## src/rtl/vend_pkg.sv

```systemverilog
package vend_pkg;

  localparam int unsigned CREDIT_W    = 2;
  localparam int unsigned PRICE_UNITS = 3;  // price counted in 5-cent units

  typedef enum logic [CREDIT_W-1:0] {
    CR_ZERO = 2'b00,
    CR_FIVE = 2'b01,
    CR_TEN  = 2'b10,
    CR_FULL = 2'b11
  } credit_e;

  typedef enum logic [1:0] {
    COIN_NONE   = 2'b00,
    COIN_NICKEL = 2'b01,
    COIN_DIME   = 2'b10,
    COIN_CLASH  = 2'b11
  } coin_e;

  // Number of 5-cent units a coin adds to the credit.
  function automatic logic [CREDIT_W:0] coin_units(coin_e c);
    case (c)
      COIN_NICKEL: return (CREDIT_W+1)'(1);
      COIN_DIME:   return (CREDIT_W+1)'(2);
      default:     return '0;
    endcase
  endfunction

  // Credit after one edge. At full credit the count starts again from zero,
  // and the total is capped at the price.
  function automatic credit_e credit_advance(credit_e cur, coin_e c);
    logic [CREDIT_W:0] base;
    logic [CREDIT_W:0] sum;
    if (c == COIN_CLASH) return cur;
    base = (cur == CR_FULL) ? '0 : {1'b0, cur};
    sum  = base + coin_units(c);
    if (sum >= (CREDIT_W+1)'(PRICE_UNITS)) return CR_FULL;
    return credit_e'(sum[CREDIT_W-1:0]);
  endfunction

endpackage

```

## src/rtl/vend_coin_classify.sv

```systemverilog
module vend_coin_classify
  import vend_pkg::*;
(
  input  logic  nickel_i,
  input  logic  dime_i,
  output coin_e coin_o,
  output logic  clash_o
);

  always_comb begin
    unique case ({dime_i, nickel_i})
      2'b01:   coin_o = COIN_NICKEL;
      2'b10:   coin_o = COIN_DIME;
      2'b11:   coin_o = COIN_CLASH;
      default: coin_o = COIN_NONE;
    endcase
  end

  assign clash_o = nickel_i & dime_i;

endmodule

```

## src/rtl/vend_credit_next.sv

```systemverilog
module vend_credit_next
  import vend_pkg::*;
(
  input  credit_e cur_i,
  input  coin_e   coin_i,
  output credit_e nxt_o,
  output logic    saturate_o
);

  logic [CREDIT_W:0] raw_sum;

  assign raw_sum    = {1'b0, cur_i} + coin_units(coin_i);
  assign nxt_o      = credit_advance(cur_i, coin_i);
  assign saturate_o = (cur_i != CR_FULL) && (coin_i != COIN_CLASH) &&
                      (raw_sum > (CREDIT_W+1)'(PRICE_UNITS));

endmodule

```

## src/rtl/vend_credit_reg.sv

```systemverilog
module vend_credit_reg
  import vend_pkg::*;
(
  input  logic    clk,
  input  logic    rst,
  input  credit_e nxt_i,
  output credit_e cur_o
);

  always_ff @(posedge clk) begin
    if (rst) cur_o <= CR_ZERO;
    else     cur_o <= nxt_i;
  end

  // synchronous reset forces zero credit
  a_r1_reset_zero: assert property (@(posedge clk) rst |=> cur_o == CR_ZERO);

endmodule

```

## src/rtl/vend_credit_fsm.sv

```systemverilog
module vend_credit_fsm
  import vend_pkg::*;
(
  input  logic clk,
  input  logic rst,
  input  logic coin_nickel,
  input  logic coin_dime,
  output logic release_o
);

  coin_e   coin_w;
  logic    clash_w;
  logic    saturate_w;
  credit_e credit_q;
  credit_e credit_d;

  vend_coin_classify u_classify (
    .nickel_i (coin_nickel),
    .dime_i   (coin_dime),
    .coin_o   (coin_w),
    .clash_o  (clash_w)
  );

  vend_credit_next u_next (
    .cur_i      (credit_q),
    .coin_i     (coin_w),
    .nxt_o      (credit_d),
    .saturate_o (saturate_w)
  );

  vend_credit_reg u_reg (
    .clk   (clk),
    .rst   (rst),
    .nxt_i (credit_d),
    .cur_o (credit_q)
  );

  assign release_o = (credit_q == CR_FULL);

  // idle below full credit holds
  a_r3_idle_hold: assert property (@(posedge clk) disable iff (rst)
    (coin_w == COIN_NONE && credit_q != CR_FULL) |=> $stable(credit_q));

  // idle at full credit clears, release lasts one cycle
  a_r4_full_clears: assert property (@(posedge clk) disable iff (rst)
    (release_o && !coin_nickel && !coin_dime) |=> !release_o);

  // nickel from zero lands on five
  a_r5_nickel_from_zero: assert property (@(posedge clk) disable iff (rst)
    (credit_q == CR_ZERO && coin_w == COIN_NICKEL) |=> credit_q == CR_FIVE);

  // overshoot saturates at full credit
  a_r6_saturate: assert property (@(posedge clk) disable iff (rst)
    saturate_w |=> release_o);

  // coin during release restarts count
  a_r7_dime_restart: assert property (@(posedge clk) disable iff (rst)
    (release_o && coin_w == COIN_DIME) |=> credit_q == CR_TEN);
  a_r7_nickel_restart: assert property (@(posedge clk) disable iff (rst)
    (release_o && coin_w == COIN_NICKEL) |=> credit_q == CR_FIVE);

  // clashing inputs hold the credit
  a_r8_clash_hold: assert property (@(posedge clk) disable iff (rst)
    clash_w |=> $stable(credit_q));

endmodule

```

## config.mk

```make
export PLATFORM = sky130hd
export DESIGN_NAME = vend_credit_fsm
export DESIGN_NICKNAME = d
export VERILOG_FILES = /design/src/rtl/vend_pkg.sv /design/src/rtl/vend_coin_classify.sv /design/src/rtl/vend_credit_next.sv /design/src/rtl/vend_credit_reg.sv /design/src/rtl/vend_credit_fsm.sv
export SDC_FILE = /design/constraint.sdc
export NUM_CORES = 1
export LEC_CHECK = 0
export ABC_AREA = 0
export BUFFER_PORTS_ARGS = -buffer_cell sky130_fd_sc_hd__buf_2
export CORE_AREA = 2 2 39 41
export CTS_CLUSTER_DIAMETER = 30
export DETAILED_ROUTE_END_ITERATION = 8
export DIE_AREA = 0 0 41 43
export GPL_TIMING_DRIVEN = 1
export PLACE_DENSITY = 0.3
export SLEW_MARGIN = 20
export SYNTH_ARGS = -nofsm -noshare
export SYNTH_HDL_FRONTEND = slang
export SYNTH_HIERARCHICAL = 1
export SYNTH_SLANG_ARGS = --single-unit
```

## constraint.sdc

```tcl
create_clock -name clk -period 2.25 [get_ports clk]
set_input_delay 0.1125 -clock clk [delete_from_list [all_inputs] [get_ports clk]]
set_output_delay 0.1125 -clock clk [all_outputs]
set_load 0.1 [all_outputs]
```

# Word level (Yosys, flattened, before mapping)
# Cells that the tools add are included.
[totals] regBits=2 out_inout_bits=1 mem_count=0 mem_bits_ro=0 latchBits=0 ramBits=0
[op_classes] div_mod_pow=0 order_cmp=1 mul=0 n_bitwise=0 shift=0 muxes=11 eq_ne=7 reduce_logical=0 add_sub_neg=1
[op_table] operator="== test 2 bit (second input constant)" count=5
[op_table] operator="two-way mux 2 bit" count=5
[op_table] operator="one-hot mux 2 bit (3 select lines)" count=1
[op_table] operator="== test 2 x 1 -> 1 bit (second input constant)" count=2
[op_table] operator="one-hot mux 2 bit (2 select lines)" count=1
[op_table] operator="adder 3 bit" count=1
[op_table] operator="greater-or-equal comparator 3 x 2 -> 1 bit (second input constant)" count=1
[op_table] operator="two-way mux 1 bit" count=3
[op_table] operator="two-way mux 3 bit" count=1

# Depth between registers and ports, before layout
[logic_depth] word_depth=11 depth_mapped=8 mapped_depth_nobuf=7

# Hierarchy
# The synthesis kept the hierarchy.
[modules_own_cells] module="vend_credit_next" seq_area_each_um2=0.0 n_inst=1 cells_each=16 area_each_um2=133.9
[modules_own_cells] module="vend_credit_reg" seq_area_each_um2=40.0 n_inst=1 cells_each=4 area_each_um2=52.6
[modules_own_cells] module="vend_coin_classify" seq_area_each_um2=0.0 n_inst=1 cells_each=3 area_each_um2=13.8
[modules_own_cells] module="vend_credit_fsm" seq_area_each_um2=0.0 n_inst=1 cells_each=1 area_each_um2=6.3

# Worst setup path after synthesis
# No wires, ideal clock.
[synth_path] path_kind="register to register" start="register u_reg.cur_o[0]" end="register u_reg.cur_o[1]" t_arrival_ns=1.539 path_stages_with_launch=8 period_less_slack_ns=1.653 setup_slack_ns=0.597 required_time_ns=2.136 setup_time_ns=0.114 path_cell_list="dfxtp_1 -> nor2b_1 -> ha_1 -> inv_1 -> fa_1 -> nand2_1 -> mux2_2 -> nor2b_1"
[synth_between] elab_chain_len=8
[synth_rtl] item="start: declaration" line_no="vend_credit_reg.sv:7" source="output credit_e cur_o"
[synth_rtl] item="start signal: assignment" line_no="vend_credit_reg.sv:12" source="else cur_o <= nxt_i;"
[synth_rtl] item="== test 2 bit" line_no="vend_pkg.sv:35" source="base = (cur == CR_FULL) ? '0 : {1'b0, cur};"
[synth_rtl] item="two-way mux 2 bit (*)" line_no="vend_pkg.sv:35"
[synth_rtl] item="adder 3 bit (*)" line_no="vend_pkg.sv:36" source="sum = base + coin_units(c);"
[synth_rtl] item="greater-or-equal comparator 3 x 2 -> 1 bit" line_no="vend_pkg.sv:37" source="if (sum >= (CREDIT_W+1)'(PRICE_UNITS)) return CR_FULL;"
[synth_rtl] item="two-way mux 1 bit" line_no="vend_pkg.sv:37"
[synth_rtl] item="two-way mux 1 bit" line_no="vend_pkg.sv:35"
[synth_rtl] item="two-way mux 2 bit (*)" line_no="vend_pkg.sv:38" source="return credit_e'(sum[CREDIT_W-1:0]);"
[synth_rtl] item="two-way mux 2 bit (*)" line_no="vend_pkg.sv:35"
[synth_rtl] item="net credit_d[1]" line_no="vend_credit_fsm.sv:15" source="credit_e credit_d;"
# Mark *: on every way through the listed nets, which the timed path passes. The rest lies on a longest branch. The select of a mux whose other input is x is not followed.
# A chain may end at the register's enable or synchronous reset.

# Final worst setup path
# Ends and elaborated chain as after synthesis.

==> flow_summary.json <==
{
  "reg_top3": "u_reg/cur_o x2",
  "slew_violations": 0,
  "finalCriticalPeriod_ps": 1700,
  "final_area_um2": 228,
  "maxCapViolCount": 0,
  "r2r_slack_ps": 550,
  "drc": 0,
  "io_pins": 5,
  "dpl_cell_area_um2": 205,
  "clk_pin_slew_worst_paths_ps": 30,
  "min_path_cells": 2,
  "hold_class": "in2reg",
  "wl_um": 278,
  "largest_reg_flops": 2,
  "cp_data_arrival_time_ps": 1810,
  "start_kind": "flip-flop",
  "cp.required_ps": 2370,
  "post_cts_buffers": 0,
  "clock_latency_ps": 230,
  "worst_path_max_delay_cell": "fa_1",
  "cpMostUsedCell": "nor2b_1",
  "grt_pass1_wl_um": 510,
  "area_growth_pct": 31.9,
  "synth_area_um2": 173,
  "cts_max_level": 1,
  "critical_path.top_delay_family": "adder cells",
  "finalHoldViolations": 0,
  "cts_resized": 0,
  "relSlewSlack_pct": 67.9,
  "row_count": 14,
  "portBuffers": 4,
  "first_pass_iters": 1,
  "die_h_um": 43,
  "first_global_vias": 147,
  "cts_made_buffers": 3,
  "yosys_warnings": 6,
  "synth_nets": 26,
  "core_um2": 1380,
  "avgViaCountPerCell": 3.39,
  "fillers": 157,
  "drive_above_1_share_pct": 40.0,
  "place.gp.congestion": 0.654,
  "r2r_start": "u_reg/cur_o[0]",
  "grt_max_degree": 5,
  "regMostFlops": "u_reg/cur_o",
  "wl_met1_um": 110,
  "end_kind": "flip-flop",
  "postSynthCellCount": 20,
  "die_w_um": 41,
  "met2_length_um": 146,
  "clockBufferDepth": 2,
  "tns_ps": 0,
  "post-place-ws_ps": 548,
  "power-per-cell-area_nw_per_um2": 709,
  "path_cells": "nor2b_1, ha_1, inv_1, fa_1, nand2_1, mux2_2, nor2b_1",
  "p_leak_uw": 0.000108,
  "routedWlPerCell_um": 6.78,
  "ant_nets": 0,
  "antenna_found_initial": 0,
  "grt_overflow_total": 0,
  "hold_buffers": 0,
  "multi_input_area_um2": 118,
  "worstReg2RegEnd": "u_reg/cur_o[1]",
  "critPathKind": "reg2reg",
  "reg2reg_depth": 7,
  "rsz0062_at_grt": "false",
  "seqCellArea_um2": 40.0,
  "cp_max_fo": 4,
  "start_util_pct": 12.5,
  "fin_crit_sh_pct": 75.4,
  "skew_ps": 2.83,
  "max_freq_ghz": 0.590,
  "grt_util_all_layers_pct": 4.61,
  "tightest_slew_ps": 485,
  "cts-root-buf": "clkbuf_4",
  "startpoint": "u_reg/cur_o[0]",
  "setup_viol": 0,
  "diodes": 0,
  "status": "complete, no violations",
  "fin_ws_ps": 554,
  "wl_met3_um": 21,
  "drtIter0Drc": 0,
  "highest_layer": "met3",
  "nNetsFinal": 33,
  "ir_drop_uv": 225,
  "max_stage_delay_ps": 480,
  "hold_end": "u_reg/cur_o[1]",
  "syn_avg_cell_area_um2": 8.63,
  "via_count": 139,
  "cp_num_buf_inv": 1,
  "hp-start": "rst",
  "cts_sinks": 2,
  "die_area_um2": 1760,
  "cts_tree": "yes"
}
==> through the flow <==
step / hold slack [ps] / std cells / total power [uW] / util, %
4_1_cts: 55.9 / 41 / 165 / 16.5
6_report: 60.0 / 41 / 161 / 16.5
3_5_place_dp: 293 / 38 / 82.6 / 14.8
3_3_place_gp: 286 / 38 / 83.1 / 14.8
2_1_floorplan: 184 / 20 / 74.9 / -
5_1_grt: 65.3 / 41 / 172 / 16.5
==> worst reg2reg max path: stages (launching register included) <==
cell	delay, ps
dfxtp_1	340
nor2b_1	150
ha_1	150
inv_1	40
fa_1	480
nand2_1	50
mux2_2	250
nor2b_1	120
==> cells in the final DEF (no fill, tap or decap) <==
| cell type | count |
|---|---|
| and2_1 | 1 |
| nand2b_1 | 1 |
| mux2_2 | 2 |
| ha_1 | 1 |
| buf_2 | 4 |
| dfxtp_1 | 2 |
| nor2b_1 | 4 |
| nand2_1 | 1 |
| fa_1 | 1 |
| clkbuf_4 | 3 |
| inv_1 | 2 |
| or2b_1 | 1 |
| and2b_1 | 1 |
| nand2_2 | 1 |
==> cell type report <==
cell class,instances,area share [%]
Multi-Input combinational cell,14,51.6
Sequential cell,2,17.6
Clock buffer,3,9.89
Timing Repair Buffer,4,8.79
Tap cell,16,8.79
Inverter,2,3.30
==> worst max-delay path by stage <==
stage | cells after the start | slack, ps | to
final | 7 | 550 | u_reg/cur_o[1]
after global routing | 7 | 440 | u_reg/cur_o[1]
after CTS | 7 | 550 | u_reg/cur_o[1]
after detailed placement | 7 | 550 | u_reg/cur_o[1]
after global placement | 7 | 540 | u_reg/cur_o[1]
after floorplan | 7 | 640 | u_reg/cur_o[1]
==> per-layer routing <==
layer / up-vias / global-route usage, %
li1: 69 / -
met1: 66 / 4.81
met2: 4 / 5.94
met3: 0 / 4.71
met4: 0 / 2.00
met5: - / 0
==> report_power, final <==
group / internal (uW) / total (uW) / switching (uW)
Sequential: 40.4 / 43.9 / 3.45
Combinational: 20.2 / 37.8 / 17.7
Clock: 58.9 / 79.7 / 20.9
Total: 119 / 161 / 42.0
Note: power is estimated with default switching activity, not from simulation.
